--- config.mk ---
export PLATFORM = sky130hd
export DESIGN_NAME = byte_cpu_core
export DESIGN_NICKNAME = d
export VERILOG_FILES = /design/src/rtl/byte_cpu_pkg.sv /design/src/rtl/byte_cpu_decode.sv /design/src/rtl/byte_cpu_alu.sv /design/src/rtl/byte_cpu_regfile.sv /design/src/rtl/byte_cpu_core.sv
export SDC_FILE = /design/constraint.sdc
export NUM_CORES = 1
export LEC_CHECK = 0
export ABC_AREA = 0
export BUFFER_PORTS_ARGS = -buffer_cell sky130_fd_sc_hd__buf_2
export CAP_MARGIN = 20
export CELL_PAD_IN_SITES_DETAIL_PLACEMENT = 0
export CELL_PAD_IN_SITES_GLOBAL_PLACEMENT = 1
export CORE_MARGIN = 1.5
export CORE_UTILIZATION = 35
export CTS_CLUSTER_DIAMETER = 150
export DETAILED_ROUTE_END_ITERATION = 8
export GPL_TIMING_DRIVEN = 0
export PLACE_DENSITY = 0.66
export SLEW_MARGIN = 20
export SYNTH_ARGS = -nofsm -noshare
export SYNTH_HDL_FRONTEND = slang
export SYNTH_SLANG_ARGS = --single-unit
--- constraint.sdc ---
create_clock -name clk_i -period 11.4 [get_ports clk_i]
set_clock_uncertainty 0.05 [all_clocks]
set_input_delay 1.71 -clock clk_i [delete_from_list [all_inputs] [get_ports clk_i]]
set_output_delay 1.71 -clock clk_i [all_outputs]
set_load 0.01 [all_outputs]
--- src/rtl/byte_cpu_pkg.sv ---
package byte_cpu_pkg;
  localparam int DW = 8;
  localparam int WW = 32;

  localparam logic [7:0] OPC_ALU_LO  = 8'h81;
  localparam logic [7:0] OPC_ALU_HI  = 8'h8F;
  localparam logic [7:0] OPC_JMP_LO  = 8'h90;
  localparam logic [7:0] OPC_JMP_HI  = 8'h94;
  localparam logic [7:0] FORMS       = 8'd5;

  typedef enum logic [1:0] {OP_MOV, OP_ADD, OP_SUB} alu_op_e;
  typedef enum logic [2:0] {AM_RR, AM_MR, AM_RM, AM_MC, AM_RC} amode_e;
  typedef enum logic [1:0] {IC_HALT, IC_ALU, IC_JUMP, IC_BAD} iclass_e;
  typedef enum logic [1:0] {S_STOP, S_FETCH, S_DECODE, S_MEM} state_e;

  typedef struct packed {
    iclass_e    cls;
    alu_op_e    op;
    amode_e     mode;
    logic [2:0] cond;
    logic       need_mem;
    logic       mem_dst;
  } dec_t;

  typedef struct packed {
    logic ovf;
    logic zero;
    logic neg;
    logic pos;
  } flags_t;
endpackage

--- src/rtl/byte_cpu_decode.sv ---
module byte_cpu_decode
  import byte_cpu_pkg::*;
#(
  parameter int NREGS = 4
) (
  input  logic [7:0] opcode_i,
  input  logic [7:0] opnd1_i,
  input  logic [7:0] opnd2_i,
  output dec_t       dec_o
);
  logic [7:0] idx;
  logic       r1_ok, r2_ok, need_r1, need_r2;

  assign idx   = opcode_i - OPC_ALU_LO;
  assign r1_ok = (opnd1_i != 8'd0) && (opnd1_i <= 8'(NREGS));
  assign r2_ok = (opnd2_i != 8'd0) && (opnd2_i <= 8'(NREGS));

  always_comb begin
    dec_o          = '0;
    dec_o.cls      = IC_BAD;
    dec_o.op       = OP_MOV;
    dec_o.mode     = AM_RR;
    need_r1        = 1'b0;
    need_r2        = 1'b0;
    if (opcode_i == 8'h00) begin
      dec_o.cls = IC_HALT;
    end else if (opcode_i >= OPC_ALU_LO && opcode_i <= OPC_ALU_HI) begin
      dec_o.cls = IC_ALU;
      if (idx < FORMS) begin
        dec_o.op   = OP_MOV;
        dec_o.mode = amode_e'(idx[2:0]);
      end else if (idx < 2 * FORMS) begin
        dec_o.op   = OP_ADD;
        dec_o.mode = amode_e'(3'(idx - FORMS));
      end else begin
        dec_o.op   = OP_SUB;
        dec_o.mode = amode_e'(3'(idx - 2 * FORMS));
      end
      need_r1 = dec_o.mode inside {AM_RR, AM_RM, AM_RC};
      need_r2 = dec_o.mode inside {AM_RR, AM_MR};
      dec_o.need_mem = dec_o.mode inside {AM_MR, AM_RM, AM_MC};
      dec_o.mem_dst  = dec_o.mode inside {AM_MR, AM_MC};
      if ((need_r1 && !r1_ok) || (need_r2 && !r2_ok)) begin
        dec_o.cls      = IC_BAD;
        dec_o.need_mem = 1'b0;
        dec_o.mem_dst  = 1'b0;
      end
    end else if (opcode_i >= OPC_JMP_LO && opcode_i <= OPC_JMP_HI) begin
      dec_o.cls  = IC_JUMP;
      dec_o.cond = 3'(opcode_i - OPC_JMP_LO);
    end
  end
endmodule

--- src/rtl/byte_cpu_alu.sv ---
module byte_cpu_alu
  import byte_cpu_pkg::*;
(
  input  alu_op_e       op_i,
  input  logic [DW-1:0] a_i,
  input  logic [DW-1:0] b_i,
  input  flags_t        flags_i,
  output logic [DW-1:0] res_o,
  output flags_t        flags_o
);
  logic sa, sb, sr;

  always_comb begin
    unique case (op_i)
      OP_ADD:  res_o = a_i + b_i;
      OP_SUB:  res_o = a_i - b_i;
      default: res_o = b_i;
    endcase
  end

  assign sa = a_i[DW-1];
  assign sb = b_i[DW-1];
  assign sr = res_o[DW-1];

  always_comb begin
    flags_o = flags_i;
    if (op_i != OP_MOV) begin
      flags_o.zero = (res_o == '0);
      flags_o.neg  = sr;
      flags_o.pos  = !sr && (res_o != '0);
      flags_o.ovf  = (op_i == OP_ADD) ? (sa == sb) && (sr != sa)
                                      : (sa != sb) && (sr != sa);
    end
  end
endmodule

--- src/rtl/byte_cpu_regfile.sv ---
module byte_cpu_regfile
  import byte_cpu_pkg::*;
#(
  parameter int NREGS = 4,
  localparam int RW = $clog2(NREGS)
) (
  input  logic                clk_i,
  input  logic                rst_ni,
  input  logic                clr_i,
  input  logic                we_i,
  input  logic [RW-1:0]       widx_i,
  input  logic [DW-1:0]       wdata_i,
  input  logic [RW-1:0]       ridx1_i,
  input  logic [RW-1:0]       ridx2_i,
  output logic [DW-1:0]       rdata1_o,
  output logic [DW-1:0]       rdata2_o,
  output logic [NREGS*DW-1:0] flat_o
);
  logic [DW-1:0] regs_q [NREGS];

  for (genvar g = 0; g < NREGS; g++) begin : g_reg
    always_ff @(posedge clk_i or negedge rst_ni) begin
      if (!rst_ni)                              regs_q[g] <= '0;
      else if (clr_i)                           regs_q[g] <= '0;
      else if (we_i && widx_i == RW'(g))        regs_q[g] <= wdata_i;
    end
    assign flat_o[g*DW +: DW] = regs_q[g];
  end

  assign rdata1_o = regs_q[ridx1_i];
  assign rdata2_o = regs_q[ridx2_i];
endmodule

--- src/rtl/byte_cpu_core.sv ---
module byte_cpu_core
  import byte_cpu_pkg::*;
#(
  parameter int AW         = 8,
  parameter int NREGS      = 4,
  parameter int START_WORD = 8,
  localparam int RW = $clog2(NREGS)
) (
  input  logic                clk_i,
  input  logic                rst_ni,
  input  logic                start_i,
  output logic [AW-1:0]       mem_addr_o,
  input  logic [WW-1:0]       mem_rdata_i,
  output logic [WW-1:0]       mem_wdata_o,
  output logic                mem_we_o,
  output logic                halted_o,
  output logic                error_o,
  output logic [NREGS*DW-1:0] dbg_regs_o,
  output logic [3:0]          dbg_flags_o
);
  state_e        state_q;
  logic [AW-1:0] pc_q;
  logic [23:0]   ir_q;
  flags_t        flags_q, flags_nx;
  logic          err_q;

  logic [23:0]   inst;
  logic [7:0]    opc, opnd1, opnd2;
  dec_t          dec;
  logic [DW-1:0] rd1, rd2, mem_byte, a_val, b_val, res;
  logic          commit, reg_we, taken;
  logic [AW-1:0] opnd_addr;
  logic          unused_lo;

  assign unused_lo = ^mem_rdata_i[7:0];

  // decode from live read data in S_DECODE, from the latched word afterwards
  assign inst  = (state_q == S_DECODE) ? mem_rdata_i[31:8] : ir_q;
  assign opc   = inst[23:16];
  assign opnd1 = inst[15:8];
  assign opnd2 = inst[7:0];

  byte_cpu_decode #(.NREGS(NREGS)) u_dec (
    .opcode_i (opc),
    .opnd1_i  (opnd1),
    .opnd2_i  (opnd2),
    .dec_o    (dec)
  );

  assign mem_byte = mem_rdata_i[WW-1 -: DW];

  always_comb begin
    unique case (dec.mode)
      AM_RR, AM_MR: b_val = rd2;
      AM_RM:        b_val = mem_byte;
      default:      b_val = opnd2;
    endcase
    a_val = dec.mem_dst ? mem_byte : rd1;
  end

  byte_cpu_alu u_alu (
    .op_i    (dec.op),
    .a_i     (a_val),
    .b_i     (b_val),
    .flags_i (flags_q),
    .res_o   (res),
    .flags_o (flags_nx)
  );

  assign commit = ((state_q == S_DECODE) && dec.cls == IC_ALU && !dec.need_mem) ||
                  (state_q == S_MEM);
  assign reg_we = commit && !dec.mem_dst;

  byte_cpu_regfile #(.NREGS(NREGS)) u_rf (
    .clk_i    (clk_i),
    .rst_ni   (rst_ni),
    .clr_i    (start_i),
    .we_i     (reg_we && !start_i),
    .widx_i   (RW'(opnd1 - 8'd1)),
    .wdata_i  (res),
    .ridx1_i  (RW'(opnd1 - 8'd1)),
    .ridx2_i  (RW'(opnd2 - 8'd1)),
    .rdata1_o (rd1),
    .rdata2_o (rd2),
    .flat_o   (dbg_regs_o)
  );

  always_comb begin
    unique case (dec.cond)
      3'd0:    taken = 1'b1;
      3'd1:    taken = flags_q.pos;
      3'd2:    taken = flags_q.neg;
      3'd3:    taken = flags_q.zero;
      3'd4:    taken = flags_q.ovf;
      default: taken = 1'b0;
    endcase
  end

  assign opnd_addr   = AW'((dec.mode == AM_RM) ? opnd2 : opnd1);
  assign mem_addr_o  = (state_q == S_FETCH) ? pc_q : opnd_addr;
  assign mem_we_o    = (state_q == S_MEM) && dec.mem_dst;
  assign mem_wdata_o = {res, {(WW-DW){1'b0}}};

  always_ff @(posedge clk_i or negedge rst_ni) begin
    if (!rst_ni) begin
      state_q <= S_STOP;
      pc_q    <= AW'(START_WORD);
      ir_q    <= '0;
      flags_q <= '0;
      err_q   <= 1'b0;
    end else if (start_i) begin
      state_q <= S_FETCH;
      pc_q    <= AW'(START_WORD);
      flags_q <= '0;
      err_q   <= 1'b0;
    end else begin
      if (commit) flags_q <= flags_nx;
      unique case (state_q)
        S_FETCH: state_q <= S_DECODE;
        S_DECODE: begin
          ir_q <= mem_rdata_i[31:8];
          pc_q <= pc_q + AW'(1);
          unique case (dec.cls)
            IC_HALT: state_q <= S_STOP;
            IC_BAD: begin
              state_q <= S_STOP;
              err_q   <= 1'b1;
            end
            IC_JUMP: begin
              if (taken) pc_q <= AW'(opnd1);
              state_q <= S_FETCH;
            end
            default: state_q <= dec.need_mem ? S_MEM : S_FETCH;
          endcase
        end
        S_MEM:   state_q <= S_FETCH;
        default: state_q <= S_STOP;
      endcase
    end
  end

  assign halted_o    = (state_q == S_STOP);
  assign error_o     = err_q;
  assign dbg_flags_o = flags_q;
endmodule

==> flow_summary.json <==
{
  "outcome": "complete, no violations",
  "synth_top_area_cell": "dfrtp_1",
  "hold_buffers": 0,
  "gp_congestion": 0.922,
  "ctsRootBufferMaster": "clkbuf_16",
  "ys_ff_latch": 71,
  "p_int_mw": 0.729,
  "vdd_drop_max_mv": 0.0872,
  "holdWs_ns": 0.458,
  "via_per_inst": 5.41,
  "max_freq_mhz": 93.5,
  "r2r_cells": 31,
  "max_stage_delay_ns": 0.54,
  "cts.htree.levels": 3,
  "synthArstFlopShare": 1.00,
  "core_mm2": 0.0166,
  "cts_buffers": 9,
  "worst_pin_slew_ns": 0.857,
  "clockPowerShare": 0.257,
  "remaining_drc_errors": 0,
  "mostFrequentLayoutCells": "buf_2 (89), dfrtp_1 (70), nor2_1 (67)",
  "whs_path_depth": 1,
  "first_pass_iters": 4,
  "postCtsSetupBuffers": 0,
  "endpoint_kind": "output pin",
  "rsz0062_at_grt": "no",
  "power_density_mw_per_mm2": 175,
  "antenna_cells": 0,
  "layout_commonest_cell": "buf_2",
  "cts_resized": 0,
  "tritoncts": "yes",
  "power_frac_seq": 0.251,
  "track_usage": 0.212,
  "antenna_found_initial": 0,
  "hold_viol": 0,
  "clk_pin_slew_worst_paths_ns": 0.06,
  "drtIter0Drc": 400,
  "drv_cap": 0,
  "wire_per_inst_um": 18.7,
  "worstHoldEndpoint": "ir_q[9]",
  "cts_buffer_depth": 2,
  "totalWireLength_um": 18300,
  "num-nets-final": 818,
  "pin_count": 114,
  "grt_max_degree": 56,
  "antenna_left": 0,
  "post-route-period-util": 0.938,
  "worstSetupPathType": "input port to output pin",
  "fin_crit_ns": 10.69,
  "cts_sinks": 71,
  "drive_gt1_frac": 0.267,
  "synth_area_leaders": "dfrtp_1 (29%), mux2i_1 (8.8%), mux2_2 (6.3%), mux4_2 (6.1%), ha_1 (5.1%)",
  "area_delta_synth_final_pct": 19.2,
  "r2r_end": "u_rf.flat_o[15]",
  "synthesis.area_mm2": 0.00594,
  "synth.top_cell.area_share": 0.295,
  "synth_cell_type_count": 78,
  "yosys_warnings": 0,
  "avgSynthCellArea_um2": 9.27,
  "die-area_mm2": 0.0178,
  "nFillCells": 1704,
  "num_rows": 47,
  "syn_inst": 641,
  "path_common_cell": "a21oi_1",
  "p_switching_mw": 0.509,
  "combPwrFrac": 0.492,
  "hp-start": "ir_q[9]",
  "synth_ff_type": "dfrtp_1",
  "grt_pass1_vias": 5047,
  "grt-ovfl-total": 0,
  "reg2reg_from": "state_q[0]",
  "grt_pass1_wl_um": 29000,
  "synth_edf_count": 0,
  "finalSetupViolations": 0,
  "cp_max_fo": 7,
  "p_sw_frac": 0.411,
  "die_w_um": 133,
  "relSlewSlack": 0.428,
  "worst_skew_pair.late_latency_ns": 0.35,
  "slowest_stage": "a221oi_1",
  "ys_seq_area_frac": 0.299,
  "slew_viol_final": 0,
  "fp.dieH_um": 133,
  "start_util": 0.358,
  "regToRegSetupSlack_ns": 3.41,
  "crit_required_ns": 9.64,
  "arrival_ns": 8.93,
  "critPathLaunchType": "input port",
  "port_buffers": 81,
  "p_leak_nw": 3.22,
  "worstHoldPathType": "register to register",
  "tns_ns": 0,
  "dpl.hpwl_um": 14300,
  "via_count": 5318
}
-- area by class of cell --
type                            instances  area, µm²  area share
Clock inverter                          6       91.3      0.0129
Multi-Input combinational cell        512       3840       0.542
Inverter                               20       75.1      0.0106
Buffer                                 61        345      0.0488
Clock buffer                           10        239      0.0337
Tap cell                              220        275      0.0389
Sequential cell                        71       1780       0.251
Timing Repair Buffer                   83        443      0.0625
-- worst max-delay path, delay by kind of cell --
family | cells | cell delay (ns)
AOI/OAI and AO/OA | 12 | 3.15
xor gates and xnor gates | 1 | 0.22
adders and majority gates | 3 | 0.98
buffers and inverters | 6 | 0.83
muxes | 1 | 0.06
and+or+nand+nor | 8 | 1.96
-- registers in the layout, indices dropped and copies added (netlist names) --
name / count
ir_q: 24
state_q: 2
dbg_flags_o: 4
pc_q: 8
u_rf.flat_o: 32
error_o: 1
-- power by group through the flow --
stage / combinational [mW] / clock [mW] / sequential [mW]
2_1_floorplan: 0.453 / 0 / 0.307
4_1_cts: 0.606 / 0.324 / 0.310
5_1_grt: 0.672 / 0.336 / 0.315
3_5_place_dp: 0.601 / 0 / 0.315
6_report: 0.609 / 0.318 / 0.311
3_3_place_gp: 0.591 / 0 / 0.313
-- metrics by stage --
step | util | instance area (µm²) | setup slack [ns] | instances | power, mW
after floorplan | - | 6030 | 2.26 | 664 | 0.760
after global placement | 0.405 | 6710 | 0.877 | 965 | 0.904
after detailed placement | 0.407 | 6750 | 0.901 | 967 | 0.916
after CTS | 0.427 | 7080 | 0.837 | 983 | 1.24
after global routing | 0.427 | 7080 | 0.130 | 983 | 1.32
final | 0.427 | 7080 | 0.708 | 983 | 1.24
-- cell usage after synthesis, drive strengths merged (5+ instances only) --
library cell	n
dfrtp	70
nor2	67
mux2i	52
nand2	49
buf	40
mux2	35
a21oi	31
o21ai	27
ha	24
clkbuf	21
inv	20
mux4	16
nand3	16
xor2	9
a211oi	8
a221oi	8
a31oi	8
and2	8
and3	8
nand2b	8
nor2b	8
or4	8
xnor2	8
a21boi	6
nor3	6
nor3b	6
o21a	6
a21o	5
nand3b	5
nand4	5
-- layer usage --
metal	global-route usage	wire (µm)
met1	0.294	8420
met2	0.335	8330
met3	0.0495	1260
met4	0.0531	331
met5	0	0
-- worst max path at each step --
stage / start / slack (ns) / cells after the start / endpoint
floorplan: mem_rdata_i[25] / 2.26 / 28 / mem_wdata_o[31]
global placement: mem_rdata_i[25] / 0.88 / 31 / mem_wdata_o[31]
detailed placement: mem_rdata_i[25] / 0.90 / 31 / mem_wdata_o[31]
CTS: mem_rdata_i[25] / 0.84 / 31 / mem_wdata_o[31]
global route: mem_rdata_i[25] / 0.13 / 31 / mem_wdata_o[31]
finish: mem_rdata_i[25] / 0.71 / 31 / mem_wdata_o[31]
-- cells by family (layout without fill, tap and decap cells) --
| kind of cell | Yosys count | in the layout | synth area share |
|---|---|---|---|
| buffers and inverters | 81 | 180 | 0.0707 |
| AO/OA/AOI/OAI | 132 | 132 | 0.150 |
| adder cells (fa/ha/maj) | 25 | 25 | 0.0539 |
| multiplexers | 103 | 103 | 0.215 |
| other | 1 | 24 | 0.000631 |
| flip-flops | 71 | 71 | 0.299 |
| XOR/XNOR | 17 | 17 | 0.0282 |
| AND/OR/NAND/NOR | 211 | 211 | 0.182 |
(Power assumes the default switching activity.)
